`src/rtl/region_guard.sv`:
```
module region_guard #(
  parameter int ADDR_W = 12,
  parameter int DATA_W = 8,
  parameter int NREG   = 8,
  parameter int CNT_W  = 8,
  parameter logic [2*NREG-1:0] REGION_MODE = 16'hA055,
  parameter logic [NREG-1:0]   PWRUP_RD    = 8'h01,
  parameter logic [NREG-1:0]   PWRUP_WR    = 8'h00
) (
  input  logic                     clk,
  input  logic                     rst_n,
  input  logic                     req_valid,
  input  logic                     req_wr,
  input  logic                     req_auth,
  input  logic [ADDR_W-1:0]        req_addr,
  input  logic [CNT_W-1:0]         req_cnt,
  input  logic [DATA_W-1:0]        arr_rdata,
  output logic                     acc_grant,
  output logic                     acc_deny,
  output logic [DATA_W-1:0]        rd_data,
  input  logic                     auth_ok,
  input  logic [$clog2(NREG)-1:0]  auth_region,
  input  logic                     auth_rd_en,
  input  logic                     auth_wr_en,
  input  logic [CNT_W-1:0]         auth_cnt,
  output logic [CNT_W-1:0]         cmd_cnt,
  output logic                     viol,
  input  logic                     viol_clr
);
  localparam int IDX_W = $clog2(NREG);
  localparam logic [1:0] M_OPEN  = 2'b00;
  localparam logic [1:0] M_GATED = 2'b01;

  logic [NREG-1:0]  rd_en, wr_en;
  logic [IDX_W-1:0] ridx;
  logic [1:0]       rmode, amode;
  logic             auth_match, upd, allow, seal_take;

  assign ridx       = req_addr[ADDR_W-1 -: IDX_W];
  assign rmode      = REGION_MODE[{ridx, 1'b0} +: 2];
  assign amode      = REGION_MODE[{auth_region, 1'b0} +: 2];
  assign auth_match = auth_ok && (auth_cnt == cmd_cnt);
  assign upd        = auth_match && (amode == M_GATED);

  always_comb begin
    case (rmode)
      M_OPEN:  allow = 1'b1;
      M_GATED: allow = req_wr ? wr_en[ridx] : rd_en[ridx];
      default: allow = req_auth && (req_cnt == cmd_cnt) && !auth_match;
    endcase
  end

  assign acc_grant = req_valid && allow;
  assign acc_deny  = req_valid && !allow;
  assign rd_data   = (acc_grant && !req_wr) ? arr_rdata : {DATA_W{1'b1}};
  assign seal_take = acc_grant && rmode[1];

  always_ff @(posedge clk or negedge rst_n) begin
    if (!rst_n) begin
      rd_en   <= PWRUP_RD;
      wr_en   <= PWRUP_WR;
      cmd_cnt <= '0;
      viol    <= 1'b0;
    end else begin
      if (upd) begin
        rd_en[auth_region] <= auth_rd_en;
        wr_en[auth_region] <= auth_wr_en;
      end
      if (auth_match || seal_take)
        cmd_cnt <= cmd_cnt + {{(CNT_W-1){1'b0}}, 1'b1};
      if (acc_deny || (auth_ok && !auth_match))
        viol <= 1'b1;
      else if (viol_clr)
        viol <= 1'b0;
    end
  end

  a_r4_deny_ones: assert property (@(posedge clk) disable iff (!rst_n)
    (acc_deny && !req_wr) |-> (rd_data == {DATA_W{1'b1}}));
  a_r2_open_grants: assert property (@(posedge clk) disable iff (!rst_n)
    (req_valid && rmode == M_OPEN) |-> acc_grant);
  a_r9_sealed_needs_auth: assert property (@(posedge clk) disable iff (!rst_n)
    (acc_grant && rmode[1]) |-> req_auth);
  a_r9_cnt_step: assert property (@(posedge clk) disable iff (!rst_n)
    1'b1 |=> (cmd_cnt == $past(cmd_cnt)) || (cmd_cnt == $past(cmd_cnt) + 1'b1));
  a_r10_cnt_cause: assert property (@(posedge clk) disable iff (!rst_n)
    (!auth_ok && !(req_valid && req_auth)) |=> $stable(cmd_cnt));
  a_r6_perm_hold: assert property (@(posedge clk) disable iff (!rst_n)
    !auth_ok |=> ($stable(rd_en) && $stable(wr_en)));
  a_r12_viol_sticky: assert property (@(posedge clk) disable iff (!rst_n)
    (viol && !viol_clr) |=> viol);
endmodule

```
`config.mk`:
```
export PLATFORM = sky130hd
export DESIGN_NAME = region_guard
export DESIGN_NICKNAME = d
export VERILOG_FILES = /design/src/rtl/region_guard.sv
export SDC_FILE = /design/constraint.sdc
export NUM_CORES = 1
export LEC_CHECK = 0
export BUFFER_PORTS_ARGS = -buffer_cell sky130_fd_sc_hd__buf_2
export CORE_MARGIN = 2
export CORE_UTILIZATION = 45
export CTS_CLUSTER_DIAMETER = 50
export CTS_CLUSTER_SIZE = 25
export DETAILED_ROUTE_END_ITERATION = 8
export GPL_ROUTABILITY_DRIVEN = 1
export HOLD_SLACK_MARGIN = 0.12
export PLACE_DENSITY = 0.87
export SLEW_MARGIN = 10
export SYNTH_ARGS = -nofsm -noshare
export SYNTH_HDL_FRONTEND = slang
export SYNTH_SLANG_ARGS = --single-unit
```
`constraint.sdc`:
```
create_clock -name clk -period 3.2 [get_ports clk]
set_input_delay 0.32 -clock clk [delete_from_list [all_inputs] [get_ports clk]]
set_output_delay 0.32 -clock clk [all_outputs]
set_load 0.005 [all_outputs]
```
---- Yosys cells after proc, flatten, opt, wreduce, memory -nomap -nowiden ----
Cells that the tools add are included.
storage, ports and cells
  register bits ........................... 25
  bits of input ports ..................... 48
  output and inout port bits .............. 19
  logic and storage cells ................. 44
operators by class
  add/subtract/negate cells ............... 1
  order comparisons ....................... 3
  eq/ne operators ......................... 4
  shifts and indexed selects .............. 2
  mux-type cells .......................... 13
  reduce and logical (&&, ||, !) cells .... 17
operators with widths
  cell                                                                count
  variable part select 16 x 5 -> 2 bit (first input constant)         2
  bitwise mux 8 bit                                                   2
  equality test 8 bit                                                 2
  logical AND 1 bit                                                   10
  adder 8 x 1 -> 8 bit (second input constant)                        1
  < comparator 3 x 4 -> 1 bit (second input constant)                 2
  two-way mux 8 bit                                                   1
  binary-select mux 1 bit (select 3 bit)                              2
  two-way mux 1 bit                                                   6
  equality test 2 x 1 -> 1 bit (second input constant)                2
  demux 1 bit (select 3 bit)                                          1
  greater-or-equal comparator 3 x 1 -> 1 bit (second input constant)  1
  zero test 1 bit                                                     3
  zero test 2 bit                                                     1
  logical OR 1 bit                                                    2
  one-hot mux 1 bit (2 select lines)                                  1
  nonzero test 2 bit                                                  1

---- Logic depth before layout (Yosys ltp) ----
  depth after elaboration ................. 9
  depth in mapped cells ................... 7
  depth with buffers taken out ............ 5

---- Worst setup path after synthesis ----
OpenSTA, ideal clock, no wires.
  path kind ............................... flip-flop to output port
  start ................................... reg cmd_cnt[0]
  end ..................................... out acc_deny
  arrival ................................. 1639 ps
  required time ........................... 2880 ps
  path slack .............................. 1241 ps
  cell stages (with the launch flop) ...... 8
  buffers on the path ..................... 2
  cell sequence ........................... dfrtp_1 -> buf_6 -> xor2_1 -> nor4_2 -> and3_2 -> o211ai_1 -> buf_2 -> a21oi_1
between the ends
  longest elaborated chain between the ends .. 7
  elaborated cells on any way between the ends .. 9
  classes of those cells .................. eq/ne: 2; mux: 1; reduce/logical: 6
RTL lines
  element                                 line  text
  from (decl)                             26    output logic [CNT_W-1:0] cmd_cnt,
  from (signal assigned)                  70    cmd_cnt <= cmd_cnt + {{(CNT_W-1){1'b0}}, 1'b1};
  equality test 8 bit                     42    assign auth_match = auth_ok && (auth_cnt == cmd_cnt);
  logical AND 1 bit                       42
  zero test 1 bit                         49    default: allow = req_auth && (req_cnt == cmd_cnt) && !auth_match;
  logical AND 1 bit (*)                   49
  one-hot mux 1 bit (2 select lines) (*)  46    case (rmode)
  zero test 1 bit (*)                     54    assign acc_deny = req_valid && !allow;
  logical AND 1 bit (*)                   54
  to (decl)                               19    output logic acc_deny,
Mark *: on every way between the ends. The rest lies on a longest branch, timed or not.

---- Worst setup path in the final report ----
  start ................................... reg cmd_cnt[3]
  end ..................................... out acc_grant
between the ends
  longest elaborated chain between the ends .. 6
  elaborated cells on any way between the ends .. 8
  classes of those cells .................. eq/ne: 2; mux: 1; reduce/logical: 5
RTL lines
  element                                 line  text
  equality test 8 bit                     42
  logical AND 1 bit                       42
  zero test 1 bit                         49
  logical AND 1 bit (*)                   49
  one-hot mux 1 bit (2 select lines) (*)  46
  logical AND 1 bit (*)                   53    assign acc_grant = req_valid && allow;
  to (decl)                               18    output logic acc_grant,
Marks and branches as above.

==> results.txt <==
Result of the run = finished, final reports clean
Number of standard cells in the layout, taps in and fillers out = 197
Total Neg Setup Slack = 0 ns
Worst setup path category = register to output pin
Pin count of the biggest net entering global routing = 18
Clock buffers created by TritonCTS = 3
Worst Max-Slew Pin Slew = 0.749 ns
Post-Syn Nets = 160
Post-synthesis cell area = 1200 sq um
Number of placement rows = 18
Gpl congestion = 0.866
Minimum hold slack = 0.311 ns
Pre-antenna DRT Iters = 4
Most common cell after layout, fill and taps aside = buf_2
Switching portion of total power = 25.7%
Per-cell routed wire length = 13.9 um
Global-route wire length before repair = 4900 um
Clock Path Buffers = 2
Cell internal pwr = 305 uW
Hold WC Path Type = primary input to register
CTS Hold Bufs = 1
Chip height = 55.6 um
Startpoint Class = register
Post-synthesis async set-or-reset flop share = 100%
Share of the synthesized area in compound gates (AO/OA/AOI/OAI) = 5.85%
Buffer count from post-CTS setup fixing = 0
Count of final hold-check violations = 0
Antenna Diode Count = 0
Net count reported at finish = 217
Peak fanout along the critical path = 12
HPWL after DPL = 2270 um
Leading cell types in the layout, fill and taps excluded = 57 x buf_2, 16 x dfrtp_1, 15 x xnor2_1
CTS resizes = 0
Maximum VDD drop = 0.214 mV
Portion of the post-synthesis area used by sequential elements = 35.6%
Part of the cycle the worst path needs = 93.0%
Xor and xnor area share after synthesis = 16.8%
Type of element capturing the critical path = output pin
Layout Skew = 0.00127 ns
Footprint of the flip-flops and latches = 427 sq um
Power dissipated by switching net loads = 105 uW
Clock Tree Root = clkbuf_4
Post-synthesis register bit count = 17
Cells after DPL = 192
Antenna violations before repair = 0
Post-synthesis simple-gate area fraction = 21.2%
Area of all placed cells without fillers = 1520 sq um
Data arrival time of the worst path = 2.66 ns
Final worst path period need = 2.98 ns
Gate power share = 18.5%
Max_slew headroom = 49.9%
Overall die area = 3090 sq um
Core region area = 2500 sq um
Area of the multi-input gates = 722 sq um
Met2 routing resource usage after global routing = 33.3%
I/O pin total = 67
Dominant synthesized flop cell = dfrtp_1
Grt peak-use layer = met2
Share of synthesized area spent on multiplexers = 15.4%
Number of H-tree branching levels = 1
First-iteration detailed-routing DRC count = 31
Required time at the worst-slack endpoint = 2.88 ns
Fraction of the mapped netlist area in adder cells = 1.04%
Vias in the first global route = 1106
Power per standard cell area = 271 nW/um^2
Final number of setup-violating endpoints = 0
Antenna-violating nets left = 0
Instance area after placement = 1480 sq um
Cells after synthesis = 111
Die X-Extent = 55.6 um
Share of total power in the clock network = 27.3%
Sequential share of power = 54.2%
Global routing usage on met3 = 4.65%
Synthesis-to-layout area growth = 26.5%
Average footprint of a synthesized cell = 10.8 sq um
Global-route usage over all layers = 19.5%
Final Routed Wirelength = 2730 um
Number of violations of the max-capacitance limit = 0
Buffers added on ports = 57
Synth cell types = 39
Number of sinks handled by clock tree synthesis = 17
Fraction of met1 tracks used by global routing = 25.0%
Number of fill cells = 210
Number of remaining DRC errors = 0
Post-synth EDFFs = 0
Number of warnings reported in the yosys synthesis log = 0
Pins over their slew limit = 0
TritonCTS clock tree = built
Post-CTS clock slew at the launch and capture registers of the worst setup and hold paths = 0.09 ns
RSZ-0062 raised after global routing = false
Remaining Overflow, GRT = 0
Number of vias in the routed layout = 1038
Leakage power summed over all cells = 0.000770 uW
Vias per cell = 5.27
Starting utilization of the core area = 47.9%
Clock latency at the later pin of the worst-skew pair = 0.28 ns
F_max = 336 MHz
Main combinational cell family by area after synthesis = simple AND/OR/NAND/NOR gates
Fraction of layout instances using a drive strength above 1 = 46.7%
[synthesized netlist by cell type, drive strengths merged (3+ instances only)]
cell	instances	share of area (%)
and3	3	1.7
buf	6	3.4
dfrtp	16	33
mux2	10	12
nand2	3	1.1
nand3	11	5.6
nor2	10	3.3
nor4	3	2.6
o2111ai	3	2.2
o21ai	3	1.3
xnor2	15	11
xor2	8	5.9
[final timing paths]
check	start	to	slack, ns	depth (start not counted)
max reg2reg	cmd_cnt[3]$_DFFE_PN0P_	viol$_DFFE_PN0P_	0.93	5
min	auth_rd_en	rd_en[3]$_DFFE_PN0P_	0.31	2
max	cmd_cnt[3]$_DFFE_PN0P_	acc_grant	0.22	6
min reg2reg	wr_en[3]$_DFFE_PN0P_	wr_en[3]$_DFFE_PN0P_	0.52	1
max in group asynchronous	rst_n	rd_en[0]$_DFFE_PN1P_	2.42	2
min in group asynchronous	rst_n	rd_en[3]$_DFFE_PN0P_	0.47	2
[flip-flops by register name, summed over array words and instances, names as in the netlist]
name / cells
viol: 1
wr_en: 4
rd_en: 4
cmd_cnt: 8
[worst max-delay path: stages, from the launching register on]
cell	delay (ns)
dfrtp_1	0.47
xor2_1	0.19
nor4_1	0.45
and3_2	0.45
o211ai_1	0.37
and3_1	0.31
buf_2	0.12
[per-layer routing]
layer  vias to the layer above  routed length, um
li1                        509                  -
met1                       484               1160
met2                        43               1360
met3                         2                202
met4                         0                 11
met5                         -                  0
[area by class of cell]
type | instances | area share (%)
Inverter | 2 | 0.495
Clock buffer | 4 | 1.73
Sequential cell | 17 | 28.2
Tap cell | 30 | 2.48
Multi-Input combinational cell | 86 | 47.6
Timing Repair Buffer | 58 | 19.5
[metrics by stage]
step                setup WS (ns)  power [uW]  util, %
global placement            0.656         299     59.2
floorplan                    1.24         262        -
global route               0.0354         437     60.6
detailed placement          0.565         302     59.2
finish                      0.223         411     60.6
CTS                         0.234         414     60.6
[power groups by stage]
stage	logic, uW	clock network [uW]	registers, uW
after floorplan	37.5	0	225
after global placement	72.6	0	227
after detailed placement	75.7	0	227
after CTS	76.8	114	223
after global routing	85.6	128	223
final	75.8	112	223
[cells by family (layout without fill, tap and decap cells)]
kind of cell / after synthesis / count (layout)
buffers and inverters: 8 / 64
and+or+nand+nor: 40 / 40
muxes: 12 / 12
DFF: 17 / 17
xor gates and xnor gates: 23 / 23
adders and majority gates: 1 / 1
AOI/OAI and AO/OA: 10 / 10
(Power assumes the default switching activity.)
